$ cat config.mk
export PLATFORM = sky130hd
export DESIGN_NAME = word_exec_unit
export DESIGN_NICKNAME = d
export VERILOG_FILES = /design/src/rtl/wordop_pkg.sv /design/src/rtl/word_ctrl.sv /design/src/rtl/word_datapath.sv /design/src/rtl/word_exec_unit.sv
export SDC_FILE = /design/constraint.sdc
export NUM_CORES = 1
export LEC_CHECK = 0
export BUFFER_PORTS_ARGS = -buffer_cell sky130_fd_sc_hd__buf_2
export CAP_MARGIN = 0
export CELL_PAD_IN_SITES_DETAIL_PLACEMENT = 2
export CELL_PAD_IN_SITES_GLOBAL_PLACEMENT = 2
export CORE_ASPECT_RATIO = 0.9
export CORE_MARGIN = 2
export CORE_UTILIZATION = 28
export CTS_CLUSTER_DIAMETER = 120
export DETAILED_ROUTE_END_ITERATION = 16
export PLACE_DENSITY_LB_ADDON = 0.12
export RECOVER_POWER = 50
export SYNTH_ARGS = -nofsm -noshare
export SYNTH_HDL_FRONTEND = slang
export SYNTH_SLANG_ARGS = --single-unit
$ cat constraint.sdc
create_clock -name clk -period 6 [get_ports clk]
set_clock_uncertainty 0.15 [all_clocks]
set_input_delay 0.6 -clock clk [delete_from_list [all_inputs] [get_ports clk]]
set_output_delay 0.6 -clock clk [all_outputs]
set_load 0.01 [all_outputs]
$ cat src/rtl/wordop_pkg.sv
package wordop_pkg;

  localparam logic [6:0] OPC_REG_WORD = 7'h3B;
  localparam logic [6:0] OPC_IMM_WORD = 7'h1B;

  typedef enum logic [2:0] {
    OP_ADD = 3'd0,
    OP_SUB = 3'd1,
    OP_SLL = 3'd2,
    OP_SRL = 3'd3,
    OP_SRA = 3'd4
  } wordOpE;

  typedef struct packed {
    wordOpE op;
    logic   useImm;
    logic   legal;
    logic   bad;
  } ctrlStrobesT;

endpackage

$ cat src/rtl/word_ctrl.sv
module word_ctrl
  import wordop_pkg::*;
(
  input  logic        clk,
  input  logic        rstN,
  input  logic        inValid,
  input  logic [31:0] instr,
  input  logic        immBit5,
  output ctrlStrobesT strobes
);

  logic [6:0] opcode;
  logic [2:0] funct3;
  logic [6:0] funct7;
  logic [6:0] funct7Masked;
  logic       isReg;
  logic       isImm;
  logic       inGroup;
  logic       knownF3;
  logic       shImmBad;
  logic       arith;
  wordOpE     opSel;
  logic       unusedInstrBits;

  assign opcode       = instr[6:0];
  assign funct3       = instr[14:12];
  assign funct7       = instr[31:25];
  assign funct7Masked = {funct7[6:1], 1'b0};
  assign isReg        = (opcode == OPC_REG_WORD);
  assign isImm        = (opcode == OPC_IMM_WORD);
  assign inGroup      = inValid && (isReg || isImm);
  assign unusedInstrBits = ^{instr[24:15], instr[11:7]};

  always_comb begin
    knownF3 = 1'b1;
    arith   = isReg ? (funct7 != 7'd0) : (funct7Masked != 7'd0);
    opSel   = OP_ADD;
    case (funct3)
      3'd0: opSel = (isReg && (funct7 != 7'd0)) ? OP_SUB : OP_ADD;
      3'd1: opSel = OP_SLL;
      3'd5: opSel = arith ? OP_SRA : OP_SRL;
      default: knownF3 = 1'b0;
    endcase
  end

  assign shImmBad = isImm && (funct3 != 3'd0) &&
                    (immBit5 || ((funct7Masked != 7'd0) && (funct7Masked != 7'h20)));

  always_comb begin
    strobes.op     = opSel;
    strobes.useImm = isImm;
    strobes.legal  = inGroup && knownF3 && !shImmBad;
    strobes.bad    = inGroup && (!knownF3 || shImmBad);
  end


  decode_grp_chk: assert property (@(posedge clk) disable iff (!rstN)
    (strobes.legal || strobes.bad) |-> (inValid && (isReg || isImm)));

endmodule

$ cat src/rtl/word_datapath.sv
module word_datapath
  import wordop_pkg::*;
#(
  parameter int XLEN = 64,
  parameter int WLEN = 32
) (
  input  logic            clk,
  input  logic            rstN,
  input  ctrlStrobesT     strobes,
  input  logic [XLEN-1:0] srcA,
  input  logic [XLEN-1:0] srcB,
  input  logic [XLEN-1:0] immVal,
  output logic [XLEN-1:0] dpResult
);

  localparam int SHW = $clog2(WLEN);
  localparam int EXTW = XLEN - WLEN;

  logic [WLEN-1:0] wordA;
  logic [WLEN-1:0] wordB;
  logic [SHW-1:0]  shAmt;
  logic [WLEN-1:0] wordR;
  logic            unusedHiBits;

  assign wordA = srcA[WLEN-1:0];
  assign wordB = strobes.useImm ? immVal[WLEN-1:0] : srcB[WLEN-1:0];
  assign shAmt = wordB[SHW-1:0];
  assign unusedHiBits = ^{srcA[XLEN-1:WLEN], srcB[XLEN-1:WLEN], immVal[XLEN-1:WLEN]};

  always_comb begin
    case (strobes.op)
      OP_SUB:  wordR = wordA - wordB;
      OP_SLL:  wordR = wordA << shAmt;
      OP_SRL:  wordR = wordA >> shAmt;
      OP_SRA:  wordR = WLEN'($signed(wordA) >>> shAmt);
      default: wordR = wordA + wordB;
    endcase
  end

  assign dpResult = strobes.legal ? {{EXTW{wordR[WLEN-1]}}, wordR} : '0;


  sign_ext_chk: assert property (@(posedge clk) disable iff (!rstN)
    strobes.legal |-> (dpResult[XLEN-1:WLEN] == {EXTW{dpResult[WLEN-1]}}));

endmodule

$ cat src/rtl/word_exec_unit.sv
module word_exec_unit
  import wordop_pkg::*;
#(
  parameter int XLEN    = 64,
  parameter int WLEN    = 32,
  parameter bit REG_OUT = 1'b1
) (
  input  logic            clk,
  input  logic            rstN,
  input  logic            inValid,
  input  logic [31:0]     instr,
  input  logic [XLEN-1:0] srcA,
  input  logic [XLEN-1:0] srcB,
  input  logic [XLEN-1:0] immVal,
  output logic [XLEN-1:0] result,
  output logic            resValid,
  output logic            illegal
);

  ctrlStrobesT     strobes;
  logic [XLEN-1:0] dpResult;

  word_ctrl ctrl_i (
    .clk     (clk),
    .rstN    (rstN),
    .inValid (inValid),
    .instr   (instr),
    .immBit5 (immVal[5]),
    .strobes (strobes)
  );

  word_datapath #(.XLEN(XLEN), .WLEN(WLEN)) dp_i (
    .clk      (clk),
    .rstN     (rstN),
    .strobes  (strobes),
    .srcA     (srcA),
    .srcB     (srcB),
    .immVal   (immVal),
    .dpResult (dpResult)
  );

  generate
    if (REG_OUT) begin : g_reg
      always_ff @(posedge clk) begin
        if (!rstN) begin
          result   <= '0;
          resValid <= 1'b0;
          illegal  <= 1'b0;
        end else begin
          result   <= dpResult;
          resValid <= strobes.legal;
          illegal  <= strobes.bad;
        end
      end


      valid_lat_chk: assert property (@(posedge clk) disable iff (!rstN)
        resValid |-> $past(inValid));
    end else begin : g_comb
      assign result   = dpResult;
      assign resValid = strobes.legal;
      assign illegal  = strobes.bad;
    end
  endgenerate


  flag_excl_chk: assert property (@(posedge clk) disable iff (!rstN)
    !(resValid && illegal));


  illegal_zero_chk: assert property (@(posedge clk) disable iff (!rstN)
    illegal |-> (result == '0));

endmodule

==> results.cfg <==
[sta]
setup_violations = 0
finalHoldWorstSlack_ns = 0.421
rsz0062_at_grt = false
timing.final.crit_share = 0.878
fin_setup_tns_ns = 0
finalMaxSlewViolations = 0
max_freq_mhz = 190
finalCriticalPeriod_ns = 5.27
max_slew.worst_pin.slew_ns = 1.32
report.final.hold_viol_count = 0
worst_slew_margin_rel = 0.117

[logic_synthesis]
synth_fp_nets = 1540
synth_ff_type = sky130_fd_sc_hd__dfxtp_1
synth.mux.area_fraction = 0.123
post_synth_and_or_nand_nor_area_fraction = 0.245
yosys.cell_types.count = 85
netlist_area_mm2 = 0.00867
postSynth.asyncResetShare = 0
post_synthesis_compound_gate_area_fraction = 0.362
synth.ff_latch_count = 34
synthXorXnorAreaFrac = 0.0565
synth_edf_count = 0
avgSynthCellArea_um2 = 6.78
synth_warnings = 0
synth-adder-area-share = 0.0499
synth.yosys.seq_area_share = 0.0785
syn-instance-count = 1279
synth_top_family_by_area = compound AO/OA/AOI/OAI gates

[die]
core_region_area_mm2 = 0.0307
ios = 293
die-area_mm2 = 0.0324
initial_utilization = 0.283
floorplan.rows = 61
die_w_um = 190
die_h_um = 171

[route]
post-route-drc-count = 0
drt_first_iter_violations = 914
dr_total_vias = 11200
dr_pass1_iterations = 5
final_routed_wire_length_divided_by_cell_count_um = 27.4
antenna_violating_nets_post_route = 0
detail_route.wirelength_um = 49700
vias_per_cell = 6.19

[grt]
grt_start_max_net_pins = 66
grt_pass1_wl_um = 74200
global_route.overflow_total = 0
gr-usage-all-layers = 0.302
first_global_vias = 11400
grt_antenna_before_repair = 2

[worst_hold_path]
timing.hold.worst.class = in2reg

[critical_path]
critical-path-top-delay-family = compound AO/OA/AOI/OAI gates
timing.critical_path.from = instr[5]
critical_path_arrival_ns = 5.32
critical_path_required_ns = 6.05
cell_count_along_the_critical_path = 18
worstPathMaxFanout = 11
slowest_library_cell_on_the_worst_path = sky130_fd_sc_hd__or3b_1
cp-endpoint = result[27]$_SDFF_PN0_
cpMostUsedCell = sky130_fd_sc_hd__a21oi_1
timing.critical_path.from_type = input pin
worst_setup_path_end_kind = register
worstPathCellList = buf_2 -> or3b_1 -> nor4_1 -> o221a_2 -> nand3_1 -> a21oi_1 -> a21oi_1 -> xor2_1 -> ha_1 -> and2_1 -> a21o_1 -> a21oi_1 -> nand2_1 -> o31ai_1 -> a21oi_1 -> o311ai_0 -> a211oi_1 -> o22ai_1
critical_path.n_buffers_inverters = 1
setup.worst_path.class = in2reg
critical-path-max-stage-delay_ns = 0.65

[clock_network]
post-cts-setup-buffers = 0
cts.path.max_buffers = 2
cts_hold_bufs = 0
number_of_gates_given_a_new_drive_strength_after_cts = 0
clk_transition_reported_paths_ns = 0.07
htree_levels = 2
cts.root.buffer_cell = sky130_fd_sc_hd__clkbuf_16
tritoncts.num_buffers = 5
clock_sink_count = 34
cts_tree = built

[cells_and_area]
leading_cell_type_in_the_layout_fill_and_taps_excluded = sky130_fd_sc_hd__nand2_1
fillers = 3776
nets = 1663
final_cell_mix = 132 x sky130_fd_sc_hd__nand2_1, 131 x sky130_fd_sc_hd__buf_2, 118 x sky130_fd_sc_hd__a21oi_1, 89 x sky130_fd_sc_hd__nor2_1, 87 x sky130_fd_sc_hd__o21ai_0
fin_cells = 1812
post_route_cells_drive_above_1_share = 0.169
antennaDiodeCount = 0
area_delta_synth_final_pct = 15.2

[pwr]
p_per_area_mw_per_mm2 = 132
vdd_ir_drop_max_v = 0.0000970
power_leakage_nw = 3.95
totalPowerFinal_mw = 1.32

[run_status]
status = completed

[placement]
io_buffers = 181
placed_cell_count = 1804
dp_hpwl_um = 39400
globalplace.congestion = 0.955

[job]
maxCapViolations = 0
## report_power, final
group | internal [mW] | switching, mW
Combinational | 0.278 | 0.547
Clock | 0.164 | 0.107
Sequential | 0.226 | 0.000125
## flip-flops by register name, summed over array words and instances (netlist names)
signal,flops
result,32
illegal,1
resValid,1
## cells by family (layout without fill, tap and decap cells)
kind of cell | after synthesis | in the layout
simple gates | 438 | 438
compound gates | 473 | 473
flops | 34 | 34
mux | 104 | 104
buf+inv | 140 | 264
fa+ha+maj | 34 | 34
xor+xnor | 56 | 56
## layout make-up
class,instances,area [um2],share of cell area
clock buffers,6,139,0.0139
clock inverters,2,12.5,0.00125
inverters,20,80.1,0.00801
multi-input cells,1105,7290,0.729
flip-flops and latches,34,681,0.0681
well taps,409,512,0.0512
repair buffers,236,1280,0.128
## cells in the mapped netlist (28+ instances only)
library cell               instances  area share
sky130_fd_sc_hd__nor2_1           90       0.039
sky130_fd_sc_hd__a31oi_1          28       0.020
sky130_fd_sc_hd__a21oi_1         118       0.068
sky130_fd_sc_hd__mux2i_1          88        0.10
sky130_fd_sc_hd__o21ai_0          87       0.050
sky130_fd_sc_hd__clkbuf_1         46       0.020
sky130_fd_sc_hd__xnor2_1          28       0.028
sky130_fd_sc_hd__nand3_1          55       0.032
sky130_fd_sc_hd__ha_1             33       0.048
sky130_fd_sc_hd__nand2_1         132       0.057
sky130_fd_sc_hd__dfxtp_1          34       0.078
sky130_fd_sc_hd__xor2_1           28       0.028
sky130_fd_sc_hd__nor3_1           51       0.029
sky130_fd_sc_hd__buf_4            36       0.031
sky130_fd_sc_hd__a211oi_1         43       0.037
## worst min-delay path by stage
stage	to	cells after the start	from	slack, ns
final	illegal$_SDFF_PN0_	3	inValid	0.42
after global routing	illegal$_SDFF_PN0_	3	inValid	0.44
after global placement	illegal$_SDFF_PN0_	3	inValid	0.72
after CTS	illegal$_SDFF_PN0_	3	inValid	0.42
after detailed placement	illegal$_SDFF_PN0_	3	inValid	0.73
after floorplan	illegal$_SDFF_PN0_	2	inValid	0.59
## per-layer routing
layer / wire length [um] / up-vias / track usage
met4: 1630 / 4 / 0.0903
met1: 22000 / 5640 / 0.408
met3: 3670 / 84 / 0.0459
met2: 22400 / 413 / 0.496
li1: - / 5078 / -
met5: 22 / - / 0
## per-stage QoR
stage | setup WS (ns) | utilization | area [um2]
final | 0.733 | 0.326 | 10000
after global routing | 0.320 | 0.326 | 10000
after CTS | 0.709 | 0.328 | 10100
after detailed placement | 0.421 | 0.323 | 9910
after global placement | 0.537 | 0.323 | 9910
after floorplan | 0.598 | - | 8670
Power figures use the tool's default switching activity.
